**config.mk**
```make
export PLATFORM = sky130hd
export DESIGN_NAME = phase_lock_alarm
export DESIGN_NICKNAME = d
export VERILOG_FILES = /design/src/rtl/pld_pkg.sv /design/src/rtl/pld_phase_window.sv /design/src/rtl/pld_lock_fsm.sv /design/src/rtl/phase_lock_alarm.sv
export SDC_FILE = /design/constraint.sdc
export NUM_CORES = 1
export LEC_CHECK = 0
export BUFFER_PORTS_ARGS = -buffer_cell sky130_fd_sc_hd__buf_2
export CAP_MARGIN = 15
export CORE_MARGIN = 4
export CORE_UTILIZATION = 51
export CTS_CLUSTER_SIZE = 10
export DETAILED_ROUTE_END_ITERATION = 12
export HOLD_SLACK_MARGIN = 0.1
export PLACE_DENSITY = 0.72
export SYNTH_ARGS = -nofsm -noshare
export SYNTH_HDL_FRONTEND = slang
export SYNTH_SLANG_ARGS = --single-unit
```
**constraint.sdc**
```tcl
create_clock -name clk -period 1.7 [get_ports clk]
set_input_delay 0.51 -clock clk [delete_from_list [all_inputs] [get_ports clk]]
set_output_delay 0.51 -clock clk [all_outputs]
set_load 0.005 [all_outputs]
```
**src/rtl/pld_pkg.sv**
```systemverilog
package pld_pkg;

    typedef enum logic [1:0] {
        CORR_INPHASE = 2'b00,
        CORR_LATE    = 2'b01,
        CORR_EARLY   = 2'b10,
        CORR_MISSING = 2'b11
    } corr_e;

    typedef enum logic [1:0] {
        LK_SEARCH   = 2'b00,
        LK_LOCKED   = 2'b01,
        LK_SLIPPING = 2'b10
    } lock_state_e;

endpackage

```
**src/rtl/pld_phase_window.sv**
```systemverilog
module pld_phase_window
    import pld_pkg::*;
#(
    parameter int WIN      = 2,
    parameter int LATE_MAX = 10
) (
    input  logic  clk,
    input  logic  rst,
    input  logic  ref_pulse,
    input  logic  fb_pulse,
    output logic  verdict_vld,
    output corr_e verdict
);

    localparam int CW = $clog2(LATE_MAX + 2);
    localparam logic [CW-1:0] C_SAT  = CW'(LATE_MAX + 1);
    localparam logic [CW-1:0] C_WIN  = CW'(WIN);
    localparam logic [CW-1:0] C_LATE = CW'(LATE_MAX);

    logic [CW-1:0] since_ref_q;
    logic [CW-1:0] since_fb_q;
    logic          hit_q;
    logic          late_q;
    logic          early_q;
    logic          pend_early_q;

    logic fb_in_win;
    logic fb_late;
    logic fb_early_zone;
    logic pre_hit;
    logic decide;
    logic hit_now;
    logic late_now;

    always_comb begin
        fb_in_win     = fb_pulse && !ref_pulse && (since_ref_q <= C_WIN);
        fb_late       = fb_pulse && !ref_pulse && (since_ref_q > C_WIN) &&
                        (since_ref_q <= C_LATE);
        fb_early_zone = fb_pulse && !ref_pulse && (since_ref_q > C_LATE);
        pre_hit       = ref_pulse && (fb_pulse || (since_fb_q < C_WIN));
        decide        = !ref_pulse && (since_ref_q == C_LATE);
        hit_now       = hit_q || fb_in_win;
        late_now      = late_q || fb_late;
    end

    always_comb begin
        verdict_vld = decide;
        if (hit_now) begin
            verdict = CORR_INPHASE;
        end else if (early_q) begin
            verdict = CORR_EARLY;
        end else if (late_now) begin
            verdict = CORR_LATE;
        end else begin
            verdict = CORR_MISSING;
        end
    end

    always_ff @(posedge clk) begin
        if (rst) begin
            since_ref_q <= C_SAT;
            since_fb_q  <= C_SAT;
        end else begin
            if (ref_pulse) begin
                since_ref_q <= CW'(1);
            end else if (since_ref_q != C_SAT) begin
                since_ref_q <= since_ref_q + 1'b1;
            end
            if (fb_pulse) begin
                since_fb_q <= '0;
            end else if (since_fb_q != C_SAT) begin
                since_fb_q <= since_fb_q + 1'b1;
            end
        end
    end

    always_ff @(posedge clk) begin
        if (rst) begin
            hit_q        <= 1'b0;
            late_q       <= 1'b0;
            early_q      <= 1'b0;
            pend_early_q <= 1'b0;
        end else begin
            if (ref_pulse) begin
                pend_early_q <= 1'b0;
            end else if (fb_early_zone) begin
                pend_early_q <= 1'b1;
            end

            if (ref_pulse) begin
                hit_q   <= pre_hit;
                early_q <= pend_early_q && !pre_hit;
                late_q  <= 1'b0;
            end else if (decide) begin
                hit_q   <= 1'b0;
                early_q <= 1'b0;
                late_q  <= 1'b0;
            end else begin
                if (fb_in_win) begin
                    hit_q <= 1'b1;
                end
                if (fb_late) begin
                    late_q <= 1'b1;
                end
            end
        end
    end

endmodule

```
**src/rtl/pld_lock_fsm.sv**
```systemverilog
module pld_lock_fsm
    import pld_pkg::*;
#(
    parameter int LOCK_CNT = 4,
    parameter int LOSE_CNT = 2
) (
    input  logic       clk,
    input  logic       rst,
    input  logic       verdict_vld,
    input  corr_e      verdict,
    input  logic       test_req,
    output logic       lock_ok,
    output logic       fail_lamp,
    output logic [1:0] corr
);

    localparam int RMAX = (LOCK_CNT > LOSE_CNT) ? LOCK_CNT : LOSE_CNT;
    localparam int RW   = $clog2(RMAX + 1);
    localparam logic [RW-1:0] R_LOCK = RW'(LOCK_CNT);
    localparam logic [RW-1:0] R_LOSE = RW'(LOSE_CNT);

    lock_state_e   state_q, state_d;
    logic [RW-1:0] run_q, run_d;
    logic [RW-1:0] run_inc;
    logic          good;

    always_comb begin
        run_inc = run_q + 1'b1;
        good    = (verdict == CORR_INPHASE);
        state_d = state_q;
        run_d   = run_q;
        if (verdict_vld) begin
            unique case (state_q)
                LK_SEARCH: begin
                    if (!good) begin
                        run_d = '0;
                    end else if (run_inc == R_LOCK) begin
                        state_d = LK_LOCKED;
                        run_d   = '0;
                    end else begin
                        run_d = run_inc;
                    end
                end
                LK_LOCKED: begin
                    if (!good) begin
                        if (R_LOSE == RW'(1)) begin
                            state_d = LK_SEARCH;
                            run_d   = '0;
                        end else begin
                            state_d = LK_SLIPPING;
                            run_d   = RW'(1);
                        end
                    end
                end
                LK_SLIPPING: begin
                    if (good) begin
                        state_d = LK_LOCKED;
                        run_d   = '0;
                    end else if (run_inc == R_LOSE) begin
                        state_d = LK_SEARCH;
                        run_d   = '0;
                    end else begin
                        run_d = run_inc;
                    end
                end
                default: begin
                    state_d = LK_SEARCH;
                    run_d   = '0;
                end
            endcase
        end
    end

    always_ff @(posedge clk) begin
        if (rst) begin
            state_q <= LK_SEARCH;
            run_q   <= '0;
        end else begin
            state_q <= state_d;
            run_q   <= run_d;
        end
    end

    always_ff @(posedge clk) begin
        if (rst) begin
            lock_ok   <= 1'b0;
            fail_lamp <= 1'b1;
            corr      <= 2'b00;
        end else begin
            lock_ok   <= (state_d != LK_SEARCH);
            fail_lamp <= test_req || (state_d == LK_SEARCH);
            if (verdict_vld) begin
                corr <= verdict;
            end
        end
    end

endmodule

```
**src/rtl/phase_lock_alarm.sv**
```systemverilog
module phase_lock_alarm
    import pld_pkg::*;
#(
    parameter int WIN      = 2,
    parameter int LATE_MAX = 10,
    parameter int LOCK_CNT = 4,
    parameter int LOSE_CNT = 2
) (
    input  logic       clk,
    input  logic       rst,
    input  logic       ref_pulse,
    input  logic       fb_pulse,
    input  logic       test_req,
    output logic       lock_ok,
    output logic       fail_lamp,
    output logic [1:0] corr
);

    logic  verdict_vld;
    corr_e verdict;

    pld_phase_window #(
        .WIN      (WIN),
        .LATE_MAX (LATE_MAX)
    ) u_window (
        .clk         (clk),
        .rst         (rst),
        .ref_pulse   (ref_pulse),
        .fb_pulse    (fb_pulse),
        .verdict_vld (verdict_vld),
        .verdict     (verdict)
    );

    pld_lock_fsm #(
        .LOCK_CNT (LOCK_CNT),
        .LOSE_CNT (LOSE_CNT)
    ) u_fsm (
        .clk         (clk),
        .rst         (rst),
        .verdict_vld (verdict_vld),
        .verdict     (verdict),
        .test_req    (test_req),
        .lock_ok     (lock_ok),
        .fail_lamp   (fail_lamp),
        .corr        (corr)
    );

endmodule

```
==> impl_metrics.toml <==
[outcome]
outcome = "complete, no violations"

[global_route]
overflow = 0
grt_max_degree = 22
first_global_vias = 763
grt_pass1_wl_mm = 3.26
antenna_found_initial = 0
grt_usage_pct = 15.0

[power]
total_power_mw = 0.943
switchingPower_mw = 0.253
clkPwrFrac_pct = 25.2
power_density_nw_per_um2 = 763
p_sw_share_pct = 26.8
intPower_mw = 0.690
power.leakage_nw = 0.500
peakVddDrop_v = 0.000463
power_frac_comb_pct = 17.5
p_seq_share_pct = 57.3

[yosys]
syn_area_um2 = 1090
synth_edf_count = 0
yosys_warnings = 0
seq_area_frac_synth_pct = 38.5
synth_seq_cells = 21
syn_nets = 131
synth_ff_type = "dfxtp_1"
synthCells = 119
avgSynthCellArea_um2 = 9.17
ys_async_sr_fraction_pct = 0
synth.distinct_cells = 42

[routing]
drt.antenna.violating_nets = 0
drt-initial-drc-count = 13
drc = 0
wl_per_cell_um = 12.5
vias = 850
routed_wl_mm = 1.99
firstDrtPassIters = 5
vias_per_cell = 5.31

[cells_and_area]
antenna_cells = 0
drive_gt1_share_pct = 25.6
stdcell_area_um2 = 1240
fin_util_pct = 61.8
nFillCells = 174
nets = 146
syn_to_final_growth_pct = 13.3

[worst_setup_path]
path_max_fanout = 2
worst_ep_required_time_ns = 1.91
r2r_setup_slack_ns = 0.04
crit_path_start_kind = "flip-flop"
worst_ep_arrival_time_ns = 1.87
worstSetupEndpointType = "flip-flop"
path_class = "reg -> reg"

[timing]
relSlewSlack_pct = 74.9
hold_viol = 0
period_minus_slack_ns = 1.66
fmax_mhz = 603
fin_crit_sh_pct = 97.5
drv_slew = 0
fin_tns_setup_ns = 0
worstMarginPinSlew_ns = 0.376
setup_viol = 0
fin_skew_ns = 0.00768

[placed_design]
dp_hpwl_mm = 1.42
gp_congestion = 0.822
io_buffer_count = 8
placed_area_um2 = 1180

[clock_tree]
clock_sinks = 21
insertion_delay_ns = 0.30
clk_pin_slew_worst_paths_ns = 0.12
h-tree-depth = 1
clock_path_buffers = 2
post_cts_buffers = 0
cts_tree = "done"
ctsHoldBuffers = 0
cts_made_buffers = 3
cts_root_buf = "clkbuf_4"

[floorplan]
initial_core_util_pct = 54.5
fp.dieW_um = 54.3
ios = 9
rows = 16
fp.dieH_um = 54.3
fp.dieArea_um2 = 2940
fp.coreArea_um2 = 2000

[job]
drv_cap = 0

[hold_path]
hold_path.class = "in -> reg"
## worst paths after layout
kind                                     from                         end  cells past startpoint
setup reg to reg  u_fsm.run_q[0]$_SDFFE_PP0P_  u_fsm.fail_lamp$_SDFF_PP1_                      8
setup / recovery  u_fsm.run_q[0]$_SDFFE_PP0P_  u_fsm.fail_lamp$_SDFF_PP1_                      8
hold / removal                       test_req  u_fsm.fail_lamp$_SDFF_PP1_                      2
hold reg to reg    u_fsm.corr[1]$_SDFFE_PP0P_  u_fsm.corr[1]$_SDFFE_PP0P_                      2
## cell families after synthesis
group | Yosys count | synth area share (%)
simple gates | 40 | 20.0
compound gates | 30 | 20.4
flops | 21 | 38.5
buf+inv | 13 | 6.19
fa+ha+maj | 7 | 8.03
xor+xnor | 4 | 3.21
mux | 4 | 3.67
## cells in the final DEF, fill, tap and decap left out, drive strengths merged, types with 3 or more instances in the layout
| cell type | synthesis | final |
|---|---|---|
| dfxtp | 21 | 21 |
| mux2i | 4 | 4 |
| buf | 2 | 16 |
| clkbuf | 4 | 4 |
| nor2 | 13 | 13 |
| o21ai | 6 | 6 |
| nor3 | 5 | 5 |
| inv | 7 | 7 |
| ha | 7 | 7 |
| nand2 | 6 | 6 |
| xnor2 | 3 | 3 |
| o21bai | 3 | 3 |
| a21oi | 5 | 5 |
## Yosys cell counts (2+ instances only)
cell type / n / area [um2]
or3_1: 2 / 12.5
o21ai_0: 6 / 30.0
nand3b_1: 2 / 15.0
a21oi_1: 3 / 15.0
nand2_1: 6 / 22.5
nand3_1: 2 / 10.0
a21oi_2: 2 / 17.5
mux2i_1: 4 / 40.0
a31oi_1: 2 / 12.5
nor3_1: 5 / 25.0
dfxtp_1: 21 / 420
clkbuf_2: 3 / 15.0
a21o_1: 2 / 15.0
ha_1: 7 / 87.6
nor2_1: 13 / 48.8
o21bai_1: 3 / 22.5
inv_1: 7 / 26.3
xnor2_1: 3 / 26.3
o31ai_1: 2 / 15.0
buf_6: 2 / 22.5
## stage by stage
stage,cells,hold slack (ns),setup slack (ns)
after global routing,160,0.388,-0.0306
after floorplan,119,0.424,0.0320
final,160,0.394,0.0427
after CTS,160,0.382,0.0172
after global placement,156,0.443,-0.0113
after detailed placement,156,0.451,-0.0343
## final cells by class
type,count,area (um2),share of cell area [%]
repair buffers,16,100,8.10
inverters,7,26.3,2.13
multi-input cells,85,626,50.6
well taps,27,33.8,2.73
flip-flops and latches,21,424,34.3
clock buffers,4,26.3,2.13
## registers in the layout (all words and copies together) (netlist names)
name / flops
u_window.early_q: 1
u_fsm.run_q: 3
u_fsm.state_q: 2
u_window.hit_q: 1
u_fsm.corr: 2
u_window.pend_early_q: 1
u_fsm.fail_lamp: 1
u_fsm.lock_ok: 1
u_window.late_q: 1
u_window.since_ref_q: 4
u_window.since_fb_q: 4
## routing by layer
metal  wire length, um  GRT usage [%]  vias up
met5                 0              0        -
met4                27           4.98        0
met3                75           3.27        4
met2               919           23.5       14
met1               971           20.4      390
li1                  -              -      442
## critical path: stages (launching register included)
cell and delay (ns):
dfxtp_2 0.37, ha_4 0.14, inv_1 0.04, ha_1 0.28
a21bo_2 0.22, o21ai_2 0.14, a31oi_2 0.13, a21oi_2 0.18
nand2b_1 0.07
## power by group through the flow
stage	Clock, mW	Sequential [mW]	Combinational, mW
after global placement	0	0.550	0.158
after global routing	0.261	0.546	0.186
after detailed placement	0	0.551	0.164
after CTS	0.242	0.540	0.165
after floorplan	0	0.545	0.129
final	0.237	0.541	0.165
## repair_timing
item                       4_1_cts  5_1_grt
setup endpoints to repair        1        7
gates resized for setup          4        4
pin swaps                        2        4
(Power assumes the default switching activity.)
